`src/rtl/alu_nzcv_pkg.sv`:
```
`timescale 1ns/1ps
package alu_nzcv_pkg;

   typedef enum logic [3:0] {
      OP_ADD  = 4'd0,
      OP_ADC  = 4'd1,
      OP_SUB  = 4'd2,
      OP_SBC  = 4'd3,
      OP_RSB  = 4'd4,
      OP_QADD = 4'd5,
      OP_QSUB = 4'd6,
      OP_AND  = 4'd7,
      OP_BIC  = 4'd8,
      OP_ORR  = 4'd9,
      OP_ORN  = 4'd10,
      OP_EOR  = 4'd11,
      OP_CMP  = 4'd12,
      OP_CMN  = 4'd13,
      OP_TST  = 4'd14,
      OP_TEQ  = 4'd15
   } alu_op_e;

   function automatic logic op_is_test(input alu_op_e op);
      return (op == OP_CMP) || (op == OP_CMN) || (op == OP_TST) || (op == OP_TEQ);
   endfunction

   function automatic logic op_is_sat(input alu_op_e op);
      return (op == OP_QADD) || (op == OP_QSUB);
   endfunction

   function automatic logic op_is_arith(input alu_op_e op);
      return (op <= OP_QSUB) || (op == OP_CMP) || (op == OP_CMN);
   endfunction

endpackage

```
`src/rtl/alu_nzcv_adder.sv`:
```
`timescale 1ns/1ps
module alu_nzcv_adder #(
   parameter int WIDTH  = 32,
   parameter bit RIPPLE = 1'b0
) (
   input  logic [WIDTH-1:0] x_in,
   input  logic [WIDTH-1:0] y_in,
   input  logic             c_in,
   output logic [WIDTH-1:0] sum,
   output logic             c_out,
   output logic             ovf
);

   localparam int MSB = WIDTH - 1;

   generate
      if (WIDTH < 2) begin : g_bad_width
         $error("alu_nzcv_adder: WIDTH must be at least 2");
      end

      if (RIPPLE) begin : g_ripple
         logic [WIDTH:0] chain;
         assign chain[0] = c_in;
         for (genvar i = 0; i < WIDTH; i++) begin : g_bit
            assign sum[i]     = x_in[i] ^ y_in[i] ^ chain[i];
            assign chain[i+1] = (x_in[i] & y_in[i]) | (chain[i] & (x_in[i] ^ y_in[i]));
         end
         assign c_out = chain[WIDTH];
      end else begin : g_behav
         logic [WIDTH:0] wide;
         assign wide  = {1'b0, x_in} + {1'b0, y_in} + {{WIDTH{1'b0}}, c_in};
         assign sum   = wide[MSB:0];
         assign c_out = wide[WIDTH];
      end
   endgenerate

   assign ovf = (x_in[MSB] == y_in[MSB]) && (sum[MSB] != x_in[MSB]);

endmodule

```
`src/rtl/alu_nzcv_logic.sv`:
```
`timescale 1ns/1ps
module alu_nzcv_logic
   import alu_nzcv_pkg::*;
#(
   parameter int WIDTH = 32
) (
   input  alu_op_e          op,
   input  logic [WIDTH-1:0] a_in,
   input  logic [WIDTH-1:0] b_in,
   output logic [WIDTH-1:0] res
);

   always_comb begin
      unique case (op)
         OP_AND, OP_TST: res = a_in & b_in;
         OP_BIC:         res = a_in & ~b_in;
         OP_ORR:         res = a_in | b_in;
         OP_ORN:         res = a_in | ~b_in;
         OP_EOR, OP_TEQ: res = a_in ^ b_in;
         default:        res = '0;
      endcase
   end

endmodule

```
`src/rtl/alu_nzcv_flags.sv`:
```
`timescale 1ns/1ps
module alu_nzcv_flags (
   input  logic clk,
   input  logic rst_n,
   input  logic upd_nzcv,
   input  logic n_nxt,
   input  logic z_nxt,
   input  logic c_nxt,
   input  logic v_nxt,
   input  logic sat_hit,
   input  logic q_clr,
   output logic n_q,
   output logic z_q,
   output logic c_q,
   output logic v_q,
   output logic q_q
);

   always_ff @(posedge clk or negedge rst_n) begin
      if (!rst_n) begin
         n_q <= 1'b0;
         z_q <= 1'b0;
         c_q <= 1'b0;
         v_q <= 1'b0;
      end else if (upd_nzcv) begin
         n_q <= n_nxt;
         z_q <= z_nxt;
         c_q <= c_nxt;
         v_q <= v_nxt;
      end
   end

   always_ff @(posedge clk or negedge rst_n) begin
      if (!rst_n)       q_q <= 1'b0;
      else if (sat_hit) q_q <= 1'b1;
      else if (q_clr)   q_q <= 1'b0;
   end

endmodule

```
`src/rtl/alu_nzcv.sv`:
```
`timescale 1ns/1ps
module alu_nzcv
   import alu_nzcv_pkg::*;
#(
   parameter int WIDTH  = 32,
   parameter bit RIPPLE = 1'b0
) (
   input  logic             clk,
   input  logic             rst_n,
   input  logic [3:0]       op_sel,
   input  logic [WIDTH-1:0] opnd_a,
   input  logic [WIDTH-1:0] opnd_b,
   input  logic             shift_carry,
   input  logic             set_flags,
   input  logic             q_clear,
   output logic [WIDTH-1:0] result,
   output logic             write_en,
   output logic             flag_n,
   output logic             flag_z,
   output logic             flag_c,
   output logic             flag_v,
   output logic             flag_q
);

   localparam int MSB = WIDTH - 1;
   localparam logic [WIDTH-1:0] SAT_POS = {1'b0, {MSB{1'b1}}};
   localparam logic [WIDTH-1:0] SAT_NEG = {1'b1, {MSB{1'b0}}};

   generate
      if (WIDTH < 2) begin : g_bad_width
         $error("alu_nzcv: WIDTH must be at least 2");
      end
   endgenerate

   alu_op_e          op;
   logic [WIDTH-1:0] add_x, add_y, add_sum, log_res;
   logic             add_cin, add_cout, add_ovf;
   logic             is_test, is_sat, is_arith;
   logic             c_nxt, v_nxt, upd_nzcv;

   assign op       = alu_op_e'(op_sel);
   assign is_test  = op_is_test(op);
   assign is_sat   = op_is_sat(op);
   assign is_arith = op_is_arith(op);

   // operand routing: subtraction is x + ~y + carry
   always_comb begin
      add_x   = opnd_a;
      add_y   = opnd_b;
      add_cin = 1'b0;
      unique case (op)
         OP_ADC:                 add_cin = flag_c;
         OP_SUB, OP_CMP, OP_QSUB: begin
            add_y   = ~opnd_b;
            add_cin = 1'b1;
         end
         OP_SBC: begin
            add_y   = ~opnd_b;
            add_cin = flag_c;
         end
         OP_RSB: begin
            add_x   = opnd_b;
            add_y   = ~opnd_a;
            add_cin = 1'b1;
         end
         default: ;
      endcase
   end

   alu_nzcv_adder #(.WIDTH(WIDTH), .RIPPLE(RIPPLE)) u_add (
      .x_in  (add_x),
      .y_in  (add_y),
      .c_in  (add_cin),
      .sum   (add_sum),
      .c_out (add_cout),
      .ovf   (add_ovf)
   );

   alu_nzcv_logic #(.WIDTH(WIDTH)) u_log (
      .op   (op),
      .a_in (opnd_a),
      .b_in (opnd_b),
      .res  (log_res)
   );

   always_comb begin
      if (is_sat && add_ovf)
         result = add_x[MSB] ? SAT_NEG : SAT_POS;
      else if (is_arith)
         result = add_sum;
      else
         result = log_res;
   end

   assign write_en = !is_test;
   assign c_nxt    = is_arith ? add_cout : shift_carry;
   assign v_nxt    = is_arith ? add_ovf  : flag_v;
   assign upd_nzcv = is_test || (set_flags && !is_sat);

   alu_nzcv_flags u_flg (
      .clk      (clk),
      .rst_n    (rst_n),
      .upd_nzcv (upd_nzcv),
      .n_nxt    (result[MSB]),
      .z_nxt    (result == '0),
      .c_nxt    (c_nxt),
      .v_nxt    (v_nxt),
      .sat_hit  (is_sat && add_ovf),
      .q_clr    (q_clear),
      .n_q      (flag_n),
      .z_q      (flag_z),
      .c_q      (flag_c),
      .v_q      (flag_v),
      .q_q      (flag_q)
   );

endmodule

```
`config.mk`:
```
export PLATFORM = sky130hd
export DESIGN_NAME = alu_nzcv
export DESIGN_NICKNAME = d
export VERILOG_FILES = /design/src/rtl/alu_nzcv_pkg.sv /design/src/rtl/alu_nzcv_adder.sv /design/src/rtl/alu_nzcv_logic.sv /design/src/rtl/alu_nzcv_flags.sv /design/src/rtl/alu_nzcv.sv
export SDC_FILE = /design/constraint.sdc
export NUM_CORES = 1
export LEC_CHECK = 0
export BUFFER_PORTS_ARGS = -buffer_cell sky130_fd_sc_hd__buf_4
export CAP_MARGIN = 20
export CORE_ASPECT_RATIO = 1.75
export CORE_MARGIN = 4
export CORE_UTILIZATION = 35
export CTS_CLUSTER_DIAMETER = 40
export DETAILED_ROUTE_END_ITERATION = 6
export GPL_ROUTABILITY_DRIVEN = 1
export MAX_ROUTING_LAYER = met4
export PLACE_DENSITY = 0.62
export SLEW_MARGIN = 20
export SYNTH_ARGS = -nofsm -noshare
export SYNTH_HDL_FRONTEND = slang
export SYNTH_SLANG_ARGS = --single-unit
```
`constraint.sdc`:
```
create_clock -name clk -period 7.5 [get_ports clk]
set_input_delay 0.75 -clock clk [delete_from_list [all_inputs] [get_ports clk]]
set_output_delay 0.75 -clock clk [all_outputs]
set_load 0.01 [all_outputs]
```
# ---- Word level (Yosys, flattened, before mapping)
# Index checks and enable logic that the tools add are counted.
dict set report word_totals {
  regBits 5
  input_bits 73
  output_inout_bits 38
  elab_cells 62
}
dict set report op_classes {
  addsub 2
  order_cmp 1
  eq_ne 17
  muxes 10
  bitwise 7
  n_reduce_logical 20
}
# operator count
set op_table {}
lappend op_table {{$pmux W32 S5} 1}
lappend op_table {{$mux W32} 4}
lappend op_table {{$and A32 B32 Y32} 2}
lappend op_table {{$not A32 Y32} 2}
lappend op_table {{$or A32 B32 Y32} 2}
lappend op_table {{$pmux W32 S2} 1}
lappend op_table {{$add A32 B32 Y33} 1}
lappend op_table {{$add A33 B1 Y33} 1}
lappend op_table {{$eq A4 B4 Y1 const B} 8}
lappend op_table {{$logic_not A32 Y1} 1}
lappend op_table {{$xor A32 B32 Y32} 1}
lappend op_table {{$eq A4 B3 Y1 const B} 4}
lappend op_table {{$eq A4 B2 Y1 const B} 2}
lappend op_table {{$reduce_or A4 Y1} 2}
lappend op_table {{$logic_or A1 B1 Y1} 7}
lappend op_table {{$reduce_or A2 Y1} 3}
lappend op_table {{$eq A4 B1 Y1 const B} 1}
lappend op_table {{$le A4 B3 Y1 const B} 1}
lappend op_table {{$logic_and A1 B1 Y1} 3}
lappend op_table {{$mux W1} 3}
lappend op_table {{$logic_not A1 Y1} 2}
lappend op_table {{$pmux W1 S2} 1}
lappend op_table {{$reduce_and A2 Y1} 1}
lappend op_table {{$reduce_bool A2 Y1} 1}
lappend op_table {{other kinds (2)} 2}

# ---- Logic depth before layout (Yosys ltp)
# Gate-level depths: netlist of run 1.
dict set report logic_depth {
  word_depth 10
  depth_mapped 23
  ltp_nobuf 20
}

# ---- Modules after synthesis
# From an unflattened synthesis of run 1, not the netlist that was laid out.
dict set report unflattened {
  hier_cells 877
  area_unflattened_um2 5704.2
}
# mod n_inst cells_each area_each_um2 seq_area_each_um2
set by_module_without_submodules {}
lappend by_module_without_submodules {alu_nzcv_logic 1 286 2094.5 0.0}
lappend by_module_without_submodules {alu_nzcv_adder 1 238 1744.2 0.0}
lappend by_module_without_submodules {alu_nzcv 1 342 1684.1 0.0}
lappend by_module_without_submodules {alu_nzcv_flags 1 11 181.4 125.1}

# ---- Worst setup path before layout of run 1
# Ideal clock, no wire load.
dict set report synth_path {
  path_kind {in2out}
  startpoint {in op_sel[1]}
  endpoint {out result[30]}
  arrival_time_ns 5.068
  setup_slack_ns 1.682
  stages 20
  cell_sequence {clkbuf_1 clkbuf_1 clkbuf_1 nand2_1 o21ai_0 nand2b_1 clkbuf_1 nand2_1 o21ai_0 o21ai_0 fa_1 fa_1 a211oi_1 o21ai_1 nand3_1 nand3_1 a311oi_1 xnor2_1 nand2_1 a31oi_1}
}
dict set report synth_between {
  elab_chain_cells 9
}
# element line_no
set synth_lines {}
lappend synth_lines {{start: declaration} alu_nzcv.sv:10} ;# input logic [3:0] op_sel,
lappend synth_lines {{$eq A4 B4 Y1 (tied with other cells)} {alu_nzcv_pkg.sv:32, alu_nzcv.sv:51}}
lappend synth_lines {{$reduce_or A4 Y1 (no source line)} --}
lappend synth_lines {{$pmux W32 S2} alu_nzcv.sv:51} ;# unique case (op)
lappend synth_lines {{$add A32 B32 Y33} alu_nzcv_adder.sv:31} ;# assign wide = {1'b0, x_in} + {1'b0, y_in} + {{WIDTH{1'b0}}, c_in};
lappend synth_lines {{$add A33 B1 Y33} alu_nzcv_adder.sv:31}
lappend synth_lines {{$ne A1 B1 Y1} alu_nzcv_adder.sv:37} ;# assign ovf = (x_in[MSB] == y_in[MSB]) && (sum[MSB] != x_in[MSB]);
lappend synth_lines {{$logic_and A1 B1 Y1} alu_nzcv_adder.sv:37}
lappend synth_lines {{$logic_and A1 B1 Y1} alu_nzcv.sv:87} ;# if (is_sat && add_ovf)
lappend synth_lines {{$mux W32 *} alu_nzcv.sv:87}
lappend synth_lines {{end: declaration} alu_nzcv.sv:16} ;# output logic [WIDTH-1:0] result,
# Every way passes the cells marked *; elsewhere a longest branch is shown, timed or not.

# ---- Worst setup path after layout of run 1
dict set report layout_path {
  startpoint {in op_sel[3]}
  endpoint {out result[28]}
}
# Same word-level chain as after synthesis.

==> results of run 1 <==
## metrics by stage
stage / worst slack, ns / util / power, mW
after floorplan: 1.68 / - / 0.550
after global placement: 1.18 / 0.407 / 0.814
after detailed placement: 1.09 / 0.407 / 0.814
after CTS: 1.08 / 0.412 / 0.905
after global routing: 0.443 / 0.412 / 0.990
final: 1.02 / 0.412 / 0.912
## state kept, by name, indices dropped and copies added, names as in the netlist
signal	count
u_flg.z_q	1
u_flg.q_q	1
u_flg.v_q	1
u_flg.c_q	1
u_flg.n_q	1
## routing by layer
| layer | track usage | up-vias |
|---|---|---|
| li1 | - | 3556 |
| met1 | 0.278 | 3445 |
| met2 | 0.481 | 280 |
| met3 | 0.0211 | 97 |
| met4 | 0.143 | 0 |
| met5 | - | - |
## worst max-delay path, stage by stage
cell and delay [ns]:
buf_4 0.25, nand2b_1 0.30, or3_2 0.65, nand2b_1 0.17, buf_4 0.28, nand2_1 0.08
o21ai_0 0.07, o21ai_0 0.14, fa_1 0.48, fa_1 0.44, a211oi_1 0.52, o211ai_1 0.20
nand3_1 0.12, a31oi_1 0.15, a41oi_1 0.27, xnor2_1 0.11, a211oi_1 0.50, nor2_1 0.08
buf_4 0.16
## synth_stat cells, types with 4 or more instances
| master | number |
|---|---|
| nand2_1 | 228 |
| o21ai_0 | 149 |
| a21oi_1 | 71 |
| nor2_1 | 55 |
| clkbuf_1 | 53 |
| xnor2_1 | 36 |
| ha_1 | 31 |
| mux2i_1 | 29 |
| nand3_1 | 23 |
| o211ai_1 | 22 |
| a211oi_1 | 18 |
| xor2_1 | 14 |
| buf_2 | 13 |
| clkbuf_2 | 12 |
| inv_1 | 12 |
| buf_4 | 11 |
| nor2b_1 | 11 |
| nand4_1 | 10 |
| a31oi_1 | 9 |
| nor3_1 | 8 |
| mux2_2 | 7 |
| o21a_1 | 7 |
| a21o_1 | 6 |
| and2_1 | 6 |
| and4_1 | 6 |
| o21ai_1 | 6 |
| dfrtp_1 | 5 |
| o22ai_1 | 5 |
| a2bb2oi_1 | 4 |
| a32oi_1 | 4 |
| buf_1 | 4 |
| nand2b_1 | 4 |
| nor3b_1 | 4 |
| o21bai_1 | 4 |
## power groups by stage
stage	logic [mW]	clock network, mW	registers, mW
after CTS	0.782	0.0883	0.0349
after detailed placement	0.779	0	0.0351
after floorplan	0.514	0	0.0362
after global routing	0.864	0.0906	0.0354
after global placement	0.779	0	0.0351
final	0.789	0.0874	0.0348
## cells in the final DEF (no fill, tap or decap), types with 7 or more instances in the layout
cell      instances
ha_1             31
mux2_2            7
nand3_1          23
a31oi_1           9
xor2_1           14
xnor2_1          36
nand4_1          10
o211ai_1         22
buf_4           125
nand2_1         228
inv_1            12
o21ai_0         148
nor2b_1          10
mux2i_1          29
nor3_1            7
a21oi_1          71
nor2_1           55
o21a_1            7
a211oi_1         18
## worst max path at each step
stage,cells after the start,end,startpoint
2_1_floorplan,20,result[30],op_sel[1]
3_3_place_gp,19,result[28],op_sel[3]
3_5_place_dp,19,result[30],op_sel[3]
4_1_cts,19,result[30],op_sel[3]
5_1_grt,18,result[16],op_sel[3]
6_report,19,result[28],op_sel[3]
## kinds of logic (layout without fill, tap and decap cells)
kind of cell             Yosys count  after routing  share of synthesized area
XOR/XNOR                          51             51                     0.0786
AO/OA/AOI/OAI                    358            358                      0.387
flip-flops                         5              5                     0.0217
multiplexers                      37             37                     0.0663
buffers and inverters            107            141                     0.0847
adder cells (fa/ha/maj)           33             33                     0.0741
AND/OR/NAND/NOR                  376            376                      0.288
## cell type report
| class | count | area, µm² |
|---|---|---|
| Fill cell | 1795 | 9420 |
| Clock buffer | 4 | 78.8 |
| Timing Repair Buffer | 125 | 938 |
| Tap cell | 189 | 236 |
| Multi-Input combinational cell | 855 | 5180 |
| Inverter | 12 | 45.0 |
| Sequential cell | 5 | 125 |
==> results.toml, run 1 <==
[pwr]
p_sw_mw = 0.488
power_frac_comb = 0.866
clockPowerShare = 0.096
seqPwrFrac = 0.038
power_density_cells_nw_per_um2 = 138
power.switching_fraction = 0.536
ir_worst_vdd_mv = 0.0948
p_leak_nw = 2.77
internal_power_of_the_cells_mw = 0.423

[layout]
diodes = 0
area_growth_pct = 14.3
finalInstanceArea_um2 = 6610
num-nets-final = 1108
instances_no_fill = 1190
proportion_of_layout_cells_with_a_drive_suffix_above_1 = 0.166

[clock_tree]
postCtsSetupRepairBufs = 0
tritoncts = "done"
clk_pin_slew_worst_setup_hold_paths_ns = 0.03
postCtsResizedCells = 0
h_tree_lvls = 1
clock_tree.buffer_depth = 2
worstSkewPairLatency_ns = 0.23
cts_inserted_buffers = 3
cts-root-buf = "clkbuf_16"
cts_num_sinks = 5
cts-hold-fix-buffers = 0

[global_routing]
grt_start_max_net_pins = 63
global_route_wire_length_before_repair_um = 38800
grt_remaining_overflow = 0
antenna_found_initial = 0
gr-usage-all-layers = 0.263
grt_pass1_vias = 7377

[die]
die_width_um = 105
ios = 111
die_area_um2 = 18700
initial_core_utilization = 0.360
die_y_um = 178
placeableCoreArea_um2 = 16000
core_rows = 61

[timing]
setup_viol_count_final = 0
timing.hold.ws_ns = 0.319
finalMaxSlewViolations = 0
rsz_0062_raised_after_global_routing = "false"
clock.fmax_ghz = 0.154
worstMarginPinSlew_ns = 0.819
final.min_clock_period_ns = 6.48
setup_total_neg_slack_ns = 0
timing.final.hold_violations = 0
maxSlewHeadroom = 0.452
fin_skew_ns = 0.000491
fin_crit_sh = 0.864

[synth]
synth-edff-count = 0
synth_seq_cells = 5
netlist_area_um2 = 5780
synth_top_flop_cell = "dfrtp_1"
synth_cells = 967
yosys.cell_types.count = 80
synth_warnings = 0
avgSynthCellArea_um2 = 5.97
synth_area_leader_cell = "nand2_1"
async_flop_share = 1.00
post_synth_main_area_contributors = "nand2_1, o21ai_0, ha_1"
seq_area_frac_synth = 0.0217
synth_largest_type_area_fraction = 0.148
syn_nets = 1073

[route]
wl_um = 24500
drt-pass1-iter-count = 5
m1WireLength_um = 8990
wl_met3_um = 1140
1st_iter_drt_viols = 430
post_detailed_route_wirelength_per_cell_um = 20.6
postRouteAntennaNets = 0
met2_length_um = 12900
viasPerCell = 6.20
uppermost_layer_routed = "met4"
detailed_route_via_count = 7378
drc = 0

[run_status]
run_status = "finished clean"

[setup_path]
worst-endpoint-required_ns = 6.75
r2r_slack_ns = 3.15
worst-path-max-fanout = 31
r2r_start = "u_flg.c_q$_DFFE_PN0P_"
crit_type = "input pin to output pin"
r2r.worst_path.cells = 14
worst_setup_path_end_kind = "output pin"
r2r-end = "u_flg.z_q$_DFFE_PN0P_"
arrival_time_at_the_worst_endpoint_ns = 5.73
timing.critical_path.from_type = "input pin"

[min_path]
hp-class = "input pin to async pin"

[run]
maxCapViolCount = 0

[placed_design]
place_hpwl_um = 18900
placement.io_buffers = 110
number_of_instances_in_the_placed_design = 1186
gp_routability_congestion = 1.02
placed_cell_area_um2 = 6530
Note: power is estimated with default switching activity, not from simulation.
==> inputs of run 2 (changes only) <==
CORE_MARGIN = 5   (was 4)
==> results.toml, run 2 (synthesized netlist as in run 1, its figures left out) <==
[setup_path]
crit_type = "input pin to output pin"
worst-path-max-fanout = 63
worst_path_dominant_cell_family = "compound AO/OA/AOI/OAI gates"
worstPathCellList = "buf_4, nand2b_1, or3_2, nand2b_1, buf_4, nand2_1, o21ai_0, o21ai_0, fa_1, fa_1, a211oi_1, o21ai_1, nand3_1, nand3_1, a31oi_1, nor4_1, a311oi_1, a21oi_1, buf_4"
crit_path_max_incr_delay_ns = 0.51
master_of_the_slowest_instance_on_the_critical_path = "buf_4"
worst_setup_path_end_kind = "output pin"
worst-endpoint-required_ns = 6.75
crit_top_cell = "buf_4"
arrival_time_at_the_worst_endpoint_ns = 5.69
timing.critical_path.from_type = "input pin"
worstPathBufferInverterCount = 3

[timing]
maxSlewHeadroom = 0.394
worstMarginPinSlew_ns = 0.906
rsz_0062_raised_after_global_routing = "false"
fin_skew_ns = 0.000573
finalMaxSlewViolations = 0
setup_viol_count_final = 0
setup_total_neg_slack_ns = 0
final.min_clock_period_ns = 6.44
timing.final.hold_violations = 0
fin_crit_sh = 0.858
clock.fmax_ghz = 0.155

[die]
die_y_um = 180
die_width_um = 107
ios = 111
die_area_um2 = 19300
placeableCoreArea_um2 = 16300
core_rows = 62
initial_core_utilization = 0.355

[clock_tree]
cts_inserted_buffers = 3
cts_num_sinks = 5
postCtsSetupRepairBufs = 0
cts-hold-fix-buffers = 0
postCtsResizedCells = 0
tritoncts = "done"
clock_tree.buffer_depth = 2
h_tree_lvls = 1
clk_pin_slew_worst_setup_hold_paths_ns = 0.03
cts-root-buf = "clkbuf_16"
worstSkewPairLatency_ns = 0.22

[global_routing]
global_route_wire_length_before_repair_um = 38400
grt_pass1_vias = 7220
antenna_found_initial = 0
grt_remaining_overflow = 0
gr-usage-all-layers = 0.256
grt_start_max_net_pins = 66

[pwr]
ir_worst_vdd_mv = 0.0939
p_leak_nw = 2.76
power_density_cells_nw_per_um2 = 138

[layout]
diodes = 0
layout_commonest_cell = "nand2_1"
num-nets-final = 1105
area_growth_pct = 14.1
proportion_of_layout_cells_with_a_drive_suffix_above_1 = 0.163
layout.core_utilization = 0.405
commonest_cells_after_routing_fill_and_taps_aside = "nand2_1, o21ai_0, buf_4"

[route]
viasPerCell = 6.15
post_detailed_route_wirelength_per_cell_um = 20.9
drc = 0
wl_um = 24900
drt-pass1-iter-count = 5
1st_iter_drt_viols = 422
detailed_route_via_count = 7322
postRouteAntennaNets = 0

[run_status]
run_status = "finished clean"

[placed_design]
gp_routability_congestion = 1.04
placement.io_buffers = 110
place_hpwl_um = 18600

[min_path]
hp-class = "input pin to async pin"

[run]
maxCapViolCount = 0
## run 2: cell count changes in the layout (fill, tap and decap cells not counted), sizes merged
cell	previous run	this run
buf	125	122
## run 2: worst paths after layout
path,from,end,slack (ns),cells after the start
setup / recovery,op_sel[2],result[24],1.06,19
setup reg to reg,u_flg.c_q$_DFFE_PN0P_,u_flg.z_q$_DFFE_PN0P_,3.27,14
max in group asynchronous,rst_n,u_flg.n_q$_DFFE_PN0P_,7.08,1
min in group clk,u_flg.n_q$_DFFE_PN0P_,u_flg.n_q$_DFFE_PN0P_,0.52,1
hold reg to reg,u_flg.n_q$_DFFE_PN0P_,u_flg.n_q$_DFFE_PN0P_,0.52,1
hold / removal,rst_n,u_flg.c_q$_DFFE_PN0P_,0.32,1
## run 2: cell type report
| cell class | count | area [µm²] |
|---|---|---|
| inverters | 12 | 45.0 |
| fillers | 1805 | 9700 |
| flip-flops and latches | 5 | 125 |
| multi-input cells | 855 | 5180 |
| clock buffers | 4 | 78.8 |
| repair buffers | 122 | 923 |
| well taps | 192 | 240 |
## run 2: worst register-to-register path: stages, from the launching register on
cell	delay (ns)
dfrtp_1	0.41
nand3_1	0.10
o21ai_0	0.12
fa_1	0.47
fa_1	0.44
a211oi_1	0.47
o21ai_1	0.22
nand3_1	0.22
a21o_1	0.14
o21ai_0	0.07
a2111oi_0	0.63
nand3_1	0.19
nor2_1	0.23
and4_1	0.29
a2bb2oi_1	0.17
## run 2: power breakdown
group | switching, mW | internal [mW]
combinational | 0.471 | 0.319
sequential | 0.00302 | 0.0316
clock | 0.0163 | 0.0703
## run 2: per-layer routing
layer  track usage  share of wire
met1         0.269           0.37
met2         0.461           0.52
met3        0.0190          0.052
met4         0.145          0.062
met5             -              0
## run 2: stage by stage
step / total power, mW / cell area (µm²) / instances / setup slack (ns) / hold slack (ns)
floorplan: 0.550 / 5780 / 967 / 1.68 / 0.454
global placement: 0.818 / 6500 / 1185 / 1.15 / 0.499
detailed placement: 0.817 / 6500 / 1185 / 1.08 / 0.505
CTS: 0.909 / 6580 / 1189 / 1.06 / 0.317
global route: 0.988 / 6590 / 1190 / 0.557 / 0.316
finish: 0.912 / 6590 / 1190 / 1.06 / 0.318
